<file path="config.mk">
export PLATFORM = sky130hd
export DESIGN_NAME = dma_req_enable
export DESIGN_NICKNAME = d
export VERILOG_FILES = /design/src/rtl/dmaen_pkg.sv /design/src/rtl/dmaen_decode.sv /design/src/rtl/dmaen_bitmap.sv /design/src/rtl/dmaen_req_merge.sv /design/src/rtl/dma_req_enable.sv
export SDC_FILE = /design/constraint.sdc
export NUM_CORES = 1
export LEC_CHECK = 0
export BUFFER_PORTS_ARGS = -buffer_cell sky130_fd_sc_hd__clkbuf_2
export CORE_MARGIN = 2
export CORE_UTILIZATION = 30
export CTS_CLUSTER_SIZE = 10
export DETAILED_ROUTE_END_ITERATION = 10
export MAX_ROUTING_LAYER = met4
export PLACE_DENSITY = 0.85
export SLEW_MARGIN = 20
export SYNTH_ARGS = -nofsm -noshare
export SYNTH_HDL_FRONTEND = slang
export SYNTH_SLANG_ARGS = --single-unit
</file>
<file path="constraint.sdc">
create_clock -name clk -period 1.7 [get_ports clk]
set_input_delay 0.34 -clock clk [delete_from_list [all_inputs] [get_ports clk]]
set_output_delay 0.34 -clock clk [all_outputs]
set_load 0.03 [all_outputs]
</file>
<file path="src/rtl/dmaen_pkg.sv">
package dmaen_pkg;
  parameter int unsigned DEF_NUM_CH  = 4;
  parameter int unsigned DEF_REG_W   = 32;
  parameter int unsigned DEF_CMD_W   = 8;
  parameter int unsigned DEF_ALL_BIT = 6;

  function automatic int unsigned sel_width(input int unsigned n);
    return (n > 1) ? $clog2(n) : 1;
  endfunction
endpackage

</file>
<file path="src/rtl/dmaen_decode.sv">
module dmaen_decode
  import dmaen_pkg::*;
#(
  parameter int unsigned NUM_CH  = DEF_NUM_CH,
  parameter int unsigned CMD_W   = DEF_CMD_W,
  parameter int unsigned ALL_BIT = DEF_ALL_BIT
) (
  input  logic              wr_en,
  input  logic [CMD_W-1:0]  cmd,
  output logic [NUM_CH-1:0] mask
);
  localparam int unsigned SEL_W = sel_width(NUM_CH);

  logic [SEL_W-1:0] sel;
  logic             all_ch;
  logic             unused_cmd;

  assign sel        = cmd[SEL_W-1:0];
  assign all_ch     = cmd[ALL_BIT];
  assign unused_cmd = ^cmd;

  for (genvar g = 0; g < NUM_CH; g++) begin : g_ch
    assign mask[g] = wr_en & (all_ch | (sel == SEL_W'(g)));
  end

  always_comb begin
    if (wr_en && !all_ch) begin
      a_r5_one_target: assert ($countones(mask) <= 1);
    end
    if (!wr_en) begin
      a_r6_idle_no_mask: assert (mask == '0);
    end
  end
endmodule

</file>
<file path="src/rtl/dmaen_bitmap.sv">
module dmaen_bitmap
  import dmaen_pkg::*;
#(
  parameter int unsigned NUM_CH = DEF_NUM_CH,
  parameter int unsigned REG_W  = DEF_REG_W
) (
  input  logic              clk,
  input  logic              rst_n,
  input  logic              bmp_wr,
  input  logic [REG_W-1:0]  bmp_data,
  input  logic [NUM_CH-1:0] set_mask,
  input  logic [NUM_CH-1:0] clr_mask,
  output logic [NUM_CH-1:0] en
);
  logic [NUM_CH-1:0] en_nxt;
  logic              unused_hi;

  assign unused_hi = ^bmp_data;

  always_comb begin
    if (bmp_wr) en_nxt = bmp_data[NUM_CH-1:0];
    else        en_nxt = (en | set_mask) & ~clr_mask;
  end

  always_ff @(posedge clk or negedge rst_n) begin
    if (!rst_n) en <= '0;
    else        en <= en_nxt;
  end

  for (genvar g = 0; g < NUM_CH; g++) begin : g_chk
    a_r5_set_hits: assert property (@(posedge clk) disable iff (!rst_n)
      (set_mask[g] && !clr_mask[g] && !bmp_wr) |=> en[g]);
    a_r7_clear_wins: assert property (@(posedge clk) disable iff (!rst_n)
      (clr_mask[g] && !bmp_wr) |=> !en[g]);
    a_r5_others_hold: assert property (@(posedge clk) disable iff (!rst_n)
      (!set_mask[g] && !clr_mask[g] && !bmp_wr) |=> $stable(en[g]));
    a_r4_bitmap_load: assert property (@(posedge clk) disable iff (!rst_n)
      bmp_wr |=> (en[g] == $past(bmp_data[g])));
  end
endmodule

</file>
<file path="src/rtl/dmaen_req_merge.sv">
module dmaen_req_merge
  import dmaen_pkg::*;
#(
  parameter int unsigned NUM_CH = DEF_NUM_CH
) (
  input  logic              clk,
  input  logic              rst_n,
  input  logic [NUM_CH-1:0] en,
  input  logic [NUM_CH-1:0] hw_req,
  input  logic [NUM_CH-1:0] sw_start,
  input  logic [NUM_CH-1:0] link_req,
  output logic [NUM_CH-1:0] svc_req
);
  for (genvar g = 0; g < NUM_CH; g++) begin : g_ch
    logic hit;
    assign hit = (hw_req[g] & en[g]) | sw_start[g] | link_req[g];

    always_ff @(posedge clk or negedge rst_n) begin
      if (!rst_n) svc_req[g] <= 1'b0;
      else        svc_req[g] <= hit;
    end

    a_r9_sw_link_pass: assert property (@(posedge clk) disable iff (!rst_n)
      (sw_start[g] || link_req[g]) |=> svc_req[g]);
    a_r8_gated_off: assert property (@(posedge clk) disable iff (!rst_n)
      (!en[g] && !sw_start[g] && !link_req[g]) |=> !svc_req[g]);
    a_r8_gated_on: assert property (@(posedge clk) disable iff (!rst_n)
      (en[g] && hw_req[g]) |=> svc_req[g]);
    a_r10_quiet: assert property (@(posedge clk) disable iff (!rst_n)
      (!hw_req[g] && !sw_start[g] && !link_req[g]) |=> !svc_req[g]);
  end
endmodule

</file>
<file path="src/rtl/dma_req_enable.sv">
module dma_req_enable
  import dmaen_pkg::*;
#(
  parameter int unsigned NUM_CH  = DEF_NUM_CH,
  parameter int unsigned REG_W   = DEF_REG_W,
  parameter int unsigned CMD_W   = DEF_CMD_W,
  parameter int unsigned ALL_BIT = DEF_ALL_BIT
) (
  input  logic              clk,
  input  logic              rst_n,
  input  logic              bmp_wr_en,
  input  logic [REG_W-1:0]  bmp_wr_data,
  input  logic              set_wr_en,
  input  logic [CMD_W-1:0]  set_wr_data,
  input  logic              clr_wr_en,
  input  logic [CMD_W-1:0]  clr_wr_data,
  output logic [REG_W-1:0]  en_rd_data,
  input  logic [NUM_CH-1:0] hw_req,
  input  logic [NUM_CH-1:0] sw_start,
  input  logic [NUM_CH-1:0] link_req,
  output logic [NUM_CH-1:0] svc_req
);
  localparam int unsigned PAD_W = REG_W - NUM_CH;

  logic [NUM_CH-1:0] set_mask;
  logic [NUM_CH-1:0] clr_mask;
  logic [NUM_CH-1:0] en;

  dmaen_decode #(.NUM_CH(NUM_CH), .CMD_W(CMD_W), .ALL_BIT(ALL_BIT)) u_set_dec (
    .wr_en(set_wr_en), .cmd(set_wr_data), .mask(set_mask));

  dmaen_decode #(.NUM_CH(NUM_CH), .CMD_W(CMD_W), .ALL_BIT(ALL_BIT)) u_clr_dec (
    .wr_en(clr_wr_en), .cmd(clr_wr_data), .mask(clr_mask));

  dmaen_bitmap #(.NUM_CH(NUM_CH), .REG_W(REG_W)) u_bitmap (
    .clk(clk), .rst_n(rst_n), .bmp_wr(bmp_wr_en), .bmp_data(bmp_wr_data),
    .set_mask(set_mask), .clr_mask(clr_mask), .en(en));

  dmaen_req_merge #(.NUM_CH(NUM_CH)) u_merge (
    .clk(clk), .rst_n(rst_n), .en(en), .hw_req(hw_req), .sw_start(sw_start),
    .link_req(link_req), .svc_req(svc_req));

  assign en_rd_data = {{PAD_W{1'b0}}, en};

  a_r3_reset_clear: assert property (@(posedge clk)
    !rst_n |=> (svc_req == '0 || rst_n));
endmodule

</file>
# Word-level counts from Yosys, hierarchy flattened

Cells that the tools add are included.

Flip-flop bits (word level): 8
Input bits: 65
Word-level logic and storage cells: 45

Equality and inequality tests: 6
Muxes and demuxes: 1
Bitwise gates (word level): 31
Reductions and logical operators: 2

Operator list:

| cell                                                                   | number |
|---|---|
| 1-bit OR                                                               | 16 |
| 1-bit bitwise AND                                                      | 12 |
| 2-bit equality test (second input constant)                            | 4 |
| 4-bit bitwise AND                                                      | 1 |
| 2-bit by 1-bit equality test with 1-bit output (second input constant) | 2 |
| 2-bit logical NOT                                                      | 2 |
| 4-bit 2-to-1 mux                                                       | 1 |
| 4-bit inverter                                                         | 1 |
| 4-bit OR                                                               | 1 |

# Depth between registers and ports, before layout

Gate-level depths: netlist of the first run.

Depth after elaboration: 6
Depth in mapped cells: 3

# Modules after synthesis

From an unflattened synthesis of the first run, not the netlist that was laid out.

Cells, all modules: 70
Area total of the unflattened synthesis: 613.1 um2

By module, submodules not included:

| module          | instances | cells each | area an instance (um2) | sequential area each (um2) |
|---|---|---|---|---|
| dma_req_enable  | 1         | 29         | 214.0                  | 0.0 |
| dmaen_bitmap    | 1         | 17         | 163.9                  | 100.1 |
| dmaen_req_merge | 1         | 8          | 135.1                  | 100.1 |
| dmaen_decode    | 2         | 8          | 50.0                   | 0.0 |

# Worst setup path before layout of the first run

OpenSTA, ideal clock, no wires.

Path kind: flip-flop to flip-flop
Start: register u_bitmap.en[2]
End: register u_merge.svc_req[2]
Library setup time: 0.124 ns
Arrival: 0.793 ns
Required time: 1.576 ns
Setup slack: 0.783 ns
Stages on the path, launching flop included: 2
Path buffers: 0
Period minus slack after synthesis: 0.917 ns
Cells stage by stage: dfrtp_1 a211o_1

Cells in the longest elaborated chain, start to end: 3

RTL lines:

| item                          | RTL line              | text |
|---|---|---|
| start, declared               | dmaen_bitmap.sv:13    | `output logic [NUM_CH-1:0] en` |
| start signal, assigned        | dmaen_bitmap.sv:27    | `else en <= en_nxt;` |
| 1-bit bitwise AND             | dmaen_req_merge.sv:16 | `assign hit = (hw_req[g] & en[g]) \| sw_start[g] \| link_req[g];` |
| 1-bit OR (2 in series)        | dmaen_req_merge.sv:16 |  |
| via u_merge.g_ch[2].hit       | dmaen_req_merge.sv:15 | `logic hit;` |
| end signal, assigned by index | dmaen_req_merge.sv:20 | `else svc_req[g] <= hit;` |
| end, declared                 | dmaen_req_merge.sv:12 | `output logic [NUM_CH-1:0] svc_req` |

The timed path passes the listed nets, and every way through them passes these cells.

# Worst setup path after layout of the first run

Start: register u_bitmap.en[0]
End: output en_rd_data[0]

RTL lines:

| item          | RTL line             | text |
|---|---|---|
| end, declared | dma_req_enable.sv:17 | `output logic [REG_W-1:0] en_rd_data,` |

No word-level cell between the ends.

==> impl_summary.md, run 1 <==
Placement
The total instance count after detailed placement is 129. The count of buffers inserted at the top-level ports is 34. The total cell area at the placement stage is 714 µm². The global placer's final weighted congestion is 0.693. Prior to clock tree synthesis, the placed netlist has a worst setup slack of 0.623 ns.

Critical path
The arrival time of the worst setup path is 0.85 ns. On the worst path, the slowest cell contributes a delay of 0.38 ns. The library cell contributing the largest single delay on the critical path is sky130_fd_sc_hd__dfrtp_1. The setup slack of the worst register-to-register path is 0.85 ns.

The signal on the critical path passes through clkbuf_2. The cell family contributing the most delay on the critical path is flip-flops. The critical setup path kind is reg2out. STA puts the critical path data required time at 1.36 ns. Along the worst path, the maximum fanout reaches 3. The category of the worst setup path capture point is an output port. The type of origin of the critical path is a flop. The worst path buffer plus inverter count is 1.

Route
The detailed router finished its first iteration with 10 violations. The vias after detailed routing is 559. The antenna violation net count after detailed routing is 0. The number of optimization iterations in the first detailed-route pass is 4. The sum of routed wire length over all layers is 1.30 mm. In the routed layout, each cell is associated on average with a via count of 4.20. After detailed routing, the number of remaining DRC violations is 0.

The average wire per standard cell is 9.79 µm.

STA
In the finished design, the share of the clock period the worst path needs comes to 0.697. Setup repair after global routing left no endpoint under its margin. Based on the critical path, the design can be clocked at up to 844 MHz. The setup slack after layout is 0.515 ns. The aggregate negative setup slack is 0 ns. The number of hold violations in the final report is 0. The clock period could shrink to 1.19 ns. Setup violations remaining at the end of the flow were counted as 0. The count of final max-slew check failures came to 0.

The largest clock skew in the final design is 0.000158 ns.

Power
The power per standard cell area is 766 mW/mm². The leakage dissipation is 0.415 nW. After layout, the design draws a total of 0.572 mW. The worst voltage drop across the vdd grid is 0.000277 V.

GRT
The largest net degree at the start of global routing is 9. The global-route usage over all layers is 0.104. The initial antenna violation count was 0. The via count of the first global-routing pass is 497. The global-route wire length before repair is 1.90 mm. The total overflow left after global routing is 0.

Layout
The area growth from synthesis to layout is 20.6%. Fill cells in the final layout number 208. The final cell count without fillers is 133. The final net count is 173. The library cell used most frequently in the layout, excluding fill and tap cells, is sky130_fd_sc_hd__clkbuf_2. The area of all placed cells without fillers is 747 µm². Leaving out fill and tap cells, the most frequent cells in the layout are 34 x sky130_fd_sc_hd__clkbuf_2, 28 x sky130_fd_sc_hd__conb_1, 8 x sky130_fd_sc_hd__dfrtp_1. Of the cells placed in the final design, the portion with a size suffix greater than 1 is 0.387. In the final layout, the multi-input gates occupy 303 µm². 0 antenna diodes ended up in the layout. The sequential cells in the finished layout cover a total of 200 µm².

CTS
The clock transition time at the flip-flop clock pins of the worst setup and hold paths is 0.05 ns. The number of setup buffers added after CTS is 0. The root buffer cell chosen for the clock tree is sky130_fd_sc_hd__clkbuf_4.

Post-CTS repair changed the size of 0 cells. The maximum buffer depth of the clock tree is 2. The count of H-tree levels built during CTS is 1.

The clock drives 8 sinks. TritonCTS built the clock tree. The number of buffers inserted by hold repair at cts is 1. Clock tree synthesis inserted a total of 3 buffers. Clock latency on the worst-skew pair, taken at its later pin, is 0.25 ns.

Synthesis
Synthesis produced 69 cells. The netlist uses 16 different library cells. The flip-flop and latch count after synthesis is 8. For this run, the register share of the synthesized area comes to 0.323. For this run, the number of Yosys warnings is 0. The mean instance size in the synthesized netlist is 8.98 µm².

The cell area that synthesis handed to floorplanning was 619 µm².

Die
Measured along the x axis, the die boundary spans 49.4 µm. Row generation in the floorplan step produced 16 rows. The die outline area is 0.00244 mm². The floorplan die height is 49.4 µm. The starting density of the core is 0.316. The area inside the core boundary is 0.00196 mm².

The number of placed I/O pins is 101.

Job
The total of max-cap violations is 0.

Worst hold path
The tightest min-delay check is of the in2reg type.

Outcome
The flow ran to the end, and the final reports show no timing, DRC or antenna violations.
==> state kept, by name, summed over array words and instances (netlist names) <==
| signal | flops |
|---|---|
| u_merge.svc_req | 4 |
| u_bitmap.en | 4 |
==> routing by layer <==
metal / share of wire / vias up / GRT usage / wire (µm)
met1: 0.32 / 246 / 0.0718 / 416
met2: 0.51 / 59 / 0.212 / 660
met3: 0.16 / 2 / 0.0337 / 209
met5: 0 / - / - / 0
li1: - / 252 / - / -
met4: 0.011 / 0 / 0.0694 / 14
==> power by group <==
part           internal (mW)  leakage [nW]  switching, mW  total (mW)
Combinational         0.0559         0.316          0.159       0.215
Clock                 0.0804        0.0138         0.0591       0.139
Sequential             0.207        0.0857         0.0107       0.217
==> final timing paths <==
path,start,to,cells past startpoint
min in group asynchronous,rst_n,u_bitmap.en[0]$_DFF_PN0_,2
min,sw_start[3],u_merge.svc_req[3]$_DFF_PN0_,2
min reg2reg,u_bitmap.en[1]$_DFF_PN0_,u_merge.svc_req[1]$_DFF_PN0_,1
max,u_bitmap.en[0]$_DFF_PN0_,en_rd_data[0],1
max in group asynchronous,rst_n,u_merge.svc_req[2]$_DFF_PN0_,2
max reg2reg,u_bitmap.en[3]$_DFF_PN0_,u_bitmap.en[3]$_DFF_PN0_,2
==> area by class of cell <==
type                            instances  share of cell area
Timing Repair Buffer                   35               0.241
Tap cell                               27              0.0452
Clock buffer                            3              0.0302
Multi-Input combinational cell         58               0.405
Inverter                                2              0.0101
Sequential cell                         8               0.268
==> cell families (layout without fill, tap and decap cells) <==
| kind of cell | Yosys count | after routing | share of synthesized area |
|---|---|---|---|
| AO/OA/AOI/OAI | 18 | 18 | 0.214 |
| other | 1 | 28 | 0.00605 |
| flip-flops | 8 | 8 | 0.323 |
| AND/OR/NAND/NOR | 12 | 12 | 0.105 |
| buffers and inverters | 30 | 40 | 0.352 |
==> cell usage after synthesis (all sizes together) <==
library cell	n	area (µm²)
a21o	1	7.51
buf	28	210
nor2b	2	12.5
o21ba	1	10.0
a211o	4	35.0
o22ai	2	12.5
nor2	7	26.3
nand2b	3	26.3
a21oi	4	20.0
conb	1	3.75
a211oi	3	32.5
o21ai	3	15.0
dfrtp	8	200
inv	2	7.51
==> through the flow <==
step,hold slack [ns],utilization
after floorplan,0.0444,-
after global placement,0.189,0.364
after detailed placement,0.192,0.364
after CTS,0.275,0.381
after global routing,0.270,0.381
final,0.282,0.381
(Power assumes the default switching activity.)
==> run 2, diff against run 1 <==
--- a/config.mk
+++ b/config.mk
@@ -7,11 +7,11 @@
 export LEC_CHECK = 0
 export BUFFER_PORTS_ARGS = -buffer_cell sky130_fd_sc_hd__clkbuf_2
 export CORE_MARGIN = 2
-export CORE_UTILIZATION = 30
+export CORE_UTILIZATION = 27
 export CTS_CLUSTER_SIZE = 10
 export DETAILED_ROUTE_END_ITERATION = 10
 export MAX_ROUTING_LAYER = met4
-export PLACE_DENSITY = 0.85
+export PLACE_DENSITY = 0.78
 export SLEW_MARGIN = 20
 export SYNTH_ARGS = -nofsm -noshare
 export SYNTH_HDL_FRONTEND = slang
==> constraint.sdc (replaced) <==
create_clock -name clk -period 1.15 [get_ports clk]
set_input_delay 0.23 -clock clk [delete_from_list [all_inputs] [get_ports clk]]
set_output_delay 0.23 -clock clk [all_outputs]
set_load 0.03 [all_outputs]
==> run 2 against run 1 <==
Net effect:
- total power rose by 47%
- global-route usage fell by 1.6 points
- setup slack got worse by 0.44 ns
- critical path type unchanged
==> impl_summary.md, run 2 (same netlist as run 1, synthesis figures left out) <==
CTS
The maximum buffer depth of the clock tree is 2 (unchanged). The count of H-tree levels built during CTS is 1 (unchanged). TritonCTS built the clock tree. The source-to-sink clock delay at the later pin of the worst-skew pair came to 0.25 ns (about the same).

The clock buffer count from CTS is 3 (unchanged). The clock transition time at the flip-flop clock pins of the worst setup and hold paths is 0.05 ns (about the same). The total number of clock tree sinks was 8 (unchanged). The tree is rooted in a sky130_fd_sc_hd__clkbuf_4.

Layout
The most common cell after layout, fill and taps aside is sky130_fd_sc_hd__clkbuf_2. The final net count was 173 (unchanged). The final cell count without fillers is 134 (+0.75%).

The area added between synthesis and finish is 20.8%. Leaving out fill and tap cells, the most frequent cells in the layout are 34 x sky130_fd_sc_hd__clkbuf_2, 28 x sky130_fd_sc_hd__conb_1, 8 x sky130_fd_sc_hd__dfrtp_1. The fraction of layout cells with a size suffix above 1 came to 0.387 (unchanged). The area of all placed cells without fillers is 748 µm² (+0.17%). The largest registers in the layout are u_bitmap.en x4, u_merge.svc_req x4. The antenna diode count is 0 (unchanged). The area taken by multi-input logic gates was 303 µm² (unchanged).

The flip-flop and latch area is 200 µm² (unchanged). The number of fillers in the final layout is 228 (+9.6%).

Critical path
The worst endpoint required time came to 0.92 ns (-0.44 ns). The arrival time of the worst setup path was 0.84 ns (about the same). The library cell contributing the largest single delay on the critical path is sky130_fd_sc_hd__dfrtp_1. The critical path starts at u_bitmap.en[2]$_DFF_PN0_. The worst path buffer plus inverter count was 1 (unchanged).

The type of origin of the critical path is a flop. The cell family contributing the most delay on the critical path is flip-flops. The critical path's largest stage delay is 0.37 ns (about the same). In this run the critical register-to-register path is launched from u_bitmap.en[2]$_DFF_PN0_. Traced cell by cell, the critical path runs through clkbuf_2.

The worst setup path is captured at an output port. The largest driver fanout on the critical path was 3 (unchanged). The setup slack of the worst register-to-register path was 0.32 ns (-0.53 ns). The critical path in this run is classified as reg2out.

Route
The number of optimization iterations in the first detailed-route pass is 4 (unchanged). The average wire per standard cell is 8.65 µm (-12%). The violation count after the first detailed-routing iteration came to 8 (-2).

The vias after detailed routing was 528 (-5.5%). The number of design rule violations left after detail routing is 0 (unchanged). The antenna violation net count after detailed routing came to 0 (unchanged). The number of vias per cell after detailed routing was 3.94 (-6.3%). The sum of routed wire length over all layers came to 1.16 mm (-11%).

STA
The clock period minus final worst setup slack is 1.07 ns. Setup repair after global routing left no endpoint under its margin. The aggregate negative setup slack is 0 ns (unchanged). The count of final max-slew check failures is 0 (unchanged). The largest clock skew in the final design was 0.0000545 ns (-0.000104 ns). For this run, the top clock speed supported by timing is 931 MHz. The number of hold violations in the final report is 0 (unchanged). Dividing the final minimum period by the clock period gives 0.934. The worst slack on hold paths came to 0.176 ns (-0.105 ns). The final number of setup-violating endpoints is 0 (unchanged).

Job
The total of max-cap violations is 0 (unchanged).

GRT
The largest net degree at the start of global routing came to 9 (unchanged). The global-route congestion overflow total is 0 (unchanged). The initial antenna violation count is 0 (unchanged). The global-route wire length before repair was 1.66 mm (-13%). The fraction of met1 tracks used by global routing is 0.0641 (-0.00778).

The global-route met3 utilization is 0.0172 (-0.0165). The global-route usage over all layers is 0.0887 (-0.0156). The highest-utilization routing layer at the global route stage is met2. The global-route track usage on met2 is 0.175 (-0.0366). The via count of the first global-routing pass is 438 (-12%).

Placement
The count of buffers inserted at the top-level ports came to 34 (unchanged). The total cell area at the placement stage was 716 µm² (+0.18%). After legalization and detailed placement, the total HPWL measured 1.06 mm. The total instance count after detailed placement is 130 (+0.78%). The global placer's final weighted congestion was 0.731 (+5.5%).

Die
The standard-cell row count is 17 (+1). The number of placed I/O pins came to 101 (unchanged). The die width was 51.9 µm (+5.0%). The floorplan die height is 51.9 µm (+5.0%). The area inside the core boundary is 0.00219 mm² (+12%). The die outline area came to 0.00269 mm² (+10%). The starting density of the core is 0.283 (-0.0330).

Outcome
The run finished with clean final reports.

Power
The worst voltage drop across the vdd grid came to 0.000414 V (+49%). The power per standard cell area is 1130 mW/mm² (+47%). The leakage dissipation came to 0.415 nW (unchanged). The power consumption was 0.843 mW (+47%).

Worst hold path
The worst hold path belongs to the class in2reg. The start point of the worst hold path is link_req[0].
run 2: per-layer routing:
metal / up-vias / share of wire
met1: 221 / 0.32
met3: 2 / 0.18
met5: - / 0
met4: 0 / 0.013
li1: 252 / -
met2: 53 / 0.49
run 2: path summary, 6_finish.rpt:
path | end | cells after the start
min in group asynchronous | u_bitmap.en[2]$_DFF_PN0_ | 2
min | u_merge.svc_req[0]$_DFF_PN0_ | 2
max | en_rd_data[2] | 1
min reg2reg | u_merge.svc_req[1]$_DFF_PN0_ | 1
max in group asynchronous | u_merge.svc_req[3]$_DFF_PN0_ | 2
max reg2reg | u_merge.svc_req[2]$_DFF_PN0_ | 1
run 2: where the power goes:
group	leakage (nW)	internal (mW)	switching [mW]	total [mW]
Combinational	0.316	0.0826	0.233	0.316
Sequential	0.0857	0.306	0.0142	0.320
Clock	0.0138	0.119	0.0879	0.207
Total	0.415	0.507	0.336	0.843
run 2: final cells by class:
cell class,count,share of cell area
Timing Repair Buffer,35,0.241
Clock buffer,3,0.0301
Multi-Input combinational cell,58,0.405
Sequential cell,8,0.268
Inverter,2,0.0100
Tap cell,28,0.0468
run 2: timing repair:
action | 4_1_cts | 5_1_grt
setup endpoints to repair | 0 | 0
setup buffers | 0 | 0
endpoints found under the hold margin | 8 | 0
resized for setup | 0 | 0
hold buffers | 1 | 0
run 2: stage by stage:
step	setup slack (ns)	util
after floorplan	0.233	-
after global placement	0.204	0.327
after detailed placement	0.172	0.327
after CTS	0.0695	0.342
after global routing	0.0317	0.342
final	0.0762	0.342
==> run 3, diff against run 2 <==
--- a/config.mk
+++ b/config.mk
@@ -5,13 +5,14 @@
 export SDC_FILE = /design/constraint.sdc
 export NUM_CORES = 1
 export LEC_CHECK = 0
+export ABC_AREA = 1
 export BUFFER_PORTS_ARGS = -buffer_cell sky130_fd_sc_hd__clkbuf_2
 export CORE_MARGIN = 2
-export CORE_UTILIZATION = 27
+export CORE_UTILIZATION = 25
 export CTS_CLUSTER_SIZE = 10
 export DETAILED_ROUTE_END_ITERATION = 10
 export MAX_ROUTING_LAYER = met4
-export PLACE_DENSITY = 0.78
+export PLACE_DENSITY = 0.75
 export SLEW_MARGIN = 20
 export SYNTH_ARGS = -nofsm -noshare
 export SYNTH_HDL_FRONTEND = slang
==> constraint.sdc (replaced) <==
create_clock -name clk -period 0.94 [get_ports clk]
set_input_delay 0.188 -clock clk [delete_from_list [all_inputs] [get_ports clk]]
set_output_delay 0.188 -clock clk [all_outputs]
set_load 0.03 [all_outputs]
==> run 3 against run 2 <==
Net effect:
- the run now ends with negative setup slack left
- cell area increased by 16%
- critical path depth unchanged
- first-iteration DRC count decreased by 63%
- area after synthesis increased by 2.0%
- clock power increased by 26%
- global-route usage increased by 0.87 points
- sequential power increased by 23%
- hold slack got worse by 0.052 ns
- final cell count increased by 16%
- flip-flop and latch count unchanged
- critical path type unchanged
- largest power group is now combinational cells
==> impl_summary.md, run 3 <==
Critical path
The worst endpoint required time was 0.75 ns (-0.17 ns). The logic depth of the worst register-to-register path was 2 (+1). The signal on the critical path passes through buf_8. The largest driver fanout on the critical path is 2 (-1). The critical path's largest stage delay was 0.40 ns (+0.03 ns). The arrival time of the worst setup path came to 0.80 ns (-0.04 ns). The cell family contributing the most delay on the critical path is flip-flops.

The critical path is of the reg2out type. The worst path buffer plus inverter count was 1 (unchanged). The worst register-to-register path begins at u_bitmap.en[0]$_DFF_PN0_. The type of origin of the critical path is a flop. The setup slack of the worst register-to-register path is 0.03 ns (-0.29 ns). The worst register-to-register path ends at u_merge.svc_req[0]$_DFF_PN0_. STA classifies the critical path endpoint as an output port. The library cell contributing the largest single delay on the critical path is sky130_fd_sc_hd__dfrtp_1.

Route
The vias after detailed routing is 554 (+4.9%). The sum of routed wire length over all layers is 1.29 mm (+12%). The number of optimization iterations in the first detailed-route pass is 2 (-2).

The average wire per standard cell is 8.35 µm (-3.5%). The violation count after the first detailed-routing iteration was 3 (-5). The number of design rule violations left after detail routing was 0 (unchanged). The antenna violation net count after detailed routing is 0 (unchanged). The number of vias per cell after detailed routing is 3.57 (-9.3%).

Layout
The largest registers in the layout are u_bitmap.en x4, u_merge.svc_req x4. The fraction of layout cells with a size suffix above 1 is 0.336 (-0.0508). The area taken by multi-input logic gates was 285 µm² (-5.8%). Leaving out fill and tap cells, the most frequent cell in the layout is sky130_fd_sc_hd__conb_1. The final net count is 192 (+11%). The number of fillers in the final layout is 269 (+18%).

Leaving out fill and tap cells, the most frequent cells in the layout are 28 x sky130_fd_sc_hd__conb_1, 26 x sky130_fd_sc_hd__nand2_1, 26 x sky130_fd_sc_hd__clkbuf_2. The flip-flop and latch area came to 200 µm² (unchanged). The area added between synthesis and finish is 37.0%. The antenna diode count is 0 (unchanged).

Placement
The worst slack at placement is 0.143 ns (-0.0292 ns). The global placer's final weighted congestion is 0.653 (-11%). The half-perimeter wire length of the detailed placement result is 1.04 mm (-1.3%). The count of buffers inserted at the top-level ports came to 34 (unchanged).

Power
The power per standard cell area is 1280 mW/mm² (+14%). The share of total power consumed by net switching came to 0.387 (-0.0108). The switching power is 0.430 mW (+28%). The fraction of power consumed by combinational cells is 0.411 (+0.036).

The internal power is 0.680 mW (+34%). The worst voltage drop across the vdd grid is 0.000432 V (+4.4%). The leakage dissipation came to 0.524 nW (+26%). The proportion of power drawn by the clock network is 0.234 (-0.011). The sequential fraction of design power is 0.355 (-0.025). The power consumption is 1.11 mW (+32%).

Die
The floorplan die height is 54.3 µm (+4.6%). The die width is 54.3 µm (+4.6%). The die outline area is 0.00295 mm² (+9.4%).

The standard-cell row count is 18 (+1). The starting density of the core came to 0.260 (-0.0229). The area inside the core boundary is 0.00243 mm² (+11%). The number of placed I/O pins is 101 (unchanged).

CTS
The count of H-tree levels built during CTS is 1 (unchanged). The CTS tree is built. In this run the clock root is driven by a sky130_fd_sc_hd__clkbuf_4. The clock buffer count from CTS is 3 (unchanged). The maximum buffer depth of the clock tree was 2 (unchanged). The total number of clock tree sinks is 8 (unchanged).

The clock transition time at the flip-flop clock pins of the worst setup and hold paths is 0.05 ns (about the same). The source-to-sink clock delay at the later pin of the worst-skew pair is 0.25 ns (about the same).

Synthesis
By instance count, the leading cell after synthesis is sky130_fd_sc_hd__buf_4. The mean instance size in the synthesized netlist is 7.43 µm² (-17%). Ranked by total cell area, the synthesized netlist is headed by sky130_fd_sc_hd__buf_4 34%, sky130_fd_sc_hd__dfrtp_1 32%, sky130_fd_sc_hd__nand2_1 15%. sky130_fd_sc_hd__buf_4 takes more of the synthesized area than any other cell. For this run, the leading register cell type out of synthesis is sky130_fd_sc_hd__dfrtp_1. The warning count from the yosys run is 0 (unchanged).

The number of flops mapped to enable cells by yosys is 0 (unchanged). The async set-or-reset flop fraction in the synthesized netlist is 1.00 (unchanged). The number of standard cells after synthesis is 85 (+23%).

The cell area after technology mapping came to 632 µm² (+2.0%). The share of synthesized area occupied by flip-flops and latches is 0.317 (-0.00640). The count of cell types in the netlist is 11 (-5).

The area share of the largest cell type after synthesis is 0.345 (+0.00516). Counting instances in the post-synthesis netlist gives the leading cell types as 29 x sky130_fd_sc_hd__buf_4, 26 x sky130_fd_sc_hd__nand2_1, 8 x sky130_fd_sc_hd__dfrtp_1, 7 x sky130_fd_sc_hd__inv_1. The flip-flop and latch count after synthesis is 8 (unchanged).

GRT
The global-route congestion overflow total is 0 (unchanged). The global-route usage over all layers is 0.0974 (+0.00871). The initial antenna violation count is 0 (unchanged).

The via count of the first global-routing pass was 515 (+18%). The largest net degree at the start of global routing is 9 (unchanged). The global-route wire length before repair is 1.94 mm (+17%).

STA
The largest clock skew in the final design was 0.000150 ns (+0.0000960 ns). Dividing the final minimum period by the clock period gives 1.05. The setup slack after layout is -0.0463 ns (-0.122 ns).

The count of final max-slew check failures was 0 (unchanged). The maximum operating frequency is 1010 MHz. The number of hold violations in the final report is 0 (unchanged).

The clock period minus final worst setup slack is 0.986 ns. Setup repair after global routing could not meet its margin everywhere. The final number of setup-violating endpoints is 8 (+8).

Outcome
The checks that failed: negative setup slack. The flow ran to the end, but the final reports show violations.

Worst hold path
The sink of the worst hold path is u_merge.svc_req[3]$_DFF_PN0_. The instance count along the most critical hold path is 2 (unchanged). The class of the most critical hold timing path is in2reg.

In this run the most critical hold path is launched from link_req[3].

Job
The total of max-cap violations is 0 (unchanged).
-- run 3: cell types whose count changed in the layout (fill, tap and decap cells not counted), moves of 2 or more --
cell	change
sky130_fd_sc_hd__buf_4	+4
sky130_fd_sc_hd__o21ai_1	+2
sky130_fd_sc_hd__inv_1	+5
sky130_fd_sc_hd__nand2_1	+26
sky130_fd_sc_hd__nand2b_1	-2
sky130_fd_sc_hd__nor2b_1	-2
sky130_fd_sc_hd__a211oi_2	-2
sky130_fd_sc_hd__clkbuf_2	-8
sky130_fd_sc_hd__buf_8	+8
sky130_fd_sc_hd__nor2_1	-7
sky130_fd_sc_hd__o22ai_1	-2
-- run 3: timing repair --
action                                  in CTS  in global routing
resized for setup                           16                  8
buffers inserted                             4                  0
endpoints found under the hold margin        8                  0
hold buffers                                 1                  0
pin swaps                                    0                  1
endpoints found under the setup margin       8                  9
-- run 3: kinds of logic (layout without fill, tap and decap cells) --
| group | count (synthesis) | after routing | synth area share |
|---|---|---|---|
| AO/OA/AOI/OAI | 13 | 13 | 0.131 |
| buffers and inverters | 37 | 50 | 0.392 |
| other | 1 | 28 | 0.00593 |
| AND/OR/NAND/NOR | 26 | 26 | 0.154 |
| flip-flops | 8 | 8 | 0.317 |
-- run 3: power groups by stage --
stage / Sequential [mW] / Combinational (mW) / Clock [mW]
global route: 0.396 / 0.495 / 0.304
CTS: 0.386 / 0.445 / 0.277
detailed placement: 0.394 / 0.370 / 0
global placement: 0.394 / 0.367 / 0
finish: 0.394 / 0.456 / 0.260
floorplan: 0.446 / 0.303 / 0
-- run 3: per-layer routing --
layer	vias to the layer above	global-route usage	routed length, µm
met3	2	0.0273	135
met4	0	0.0750	8
met2	35	0.173	679
met5	-	-	0
met1	229	0.0867	471
li1	288	-	-
-- run 3: area by class of cell --
| type | instances | area share |
|---|---|---|
| Multi-Input combinational cell | 67 | 0.329 |
| Timing Repair Buffer | 39 | 0.335 |
| Clock buffer | 3 | 0.0260 |
| Inverter | 8 | 0.0347 |
| Sequential cell | 8 | 0.231 |
| Tap cell | 30 | 0.0434 |
-- run 3: how the worst max path moves through the flow --
stage               depth (start not counted)                     start                           end  slack, ns
floorplan                                   1  u_bitmap.en[2]$_DFF_PN0_  u_merge.svc_req[2]$_DFF_PN0_       0.02
global placement                            1  u_bitmap.en[2]$_DFF_PN0_  u_merge.svc_req[2]$_DFF_PN0_       0.15
detailed placement                          1  u_bitmap.en[2]$_DFF_PN0_  u_merge.svc_req[2]$_DFF_PN0_       0.14
CTS                                         1  u_bitmap.en[2]$_DFF_PN0_                 en_rd_data[2]      -0.06
global route                                1  u_bitmap.en[0]$_DFF_PN0_                 en_rd_data[0]      -0.09
finish                                      1  u_bitmap.en[1]$_DFF_PN0_                 en_rd_data[1]      -0.05
-- run 3: stage by stage --
step	hold WS (ns)	util	cell area, µm²	cells	setup TNS (ns)
2_1_floorplan	-0.108	-	733	112	0
3_3_place_gp	0.0426	0.297	723	147	0
3_5_place_dp	0.0447	0.297	723	147	0
4_1_cts	0.114	0.352	856	155	-0.352
5_1_grt	0.119	0.356	866	155	-0.558
6_report	0.125	0.356	866	155	-0.241
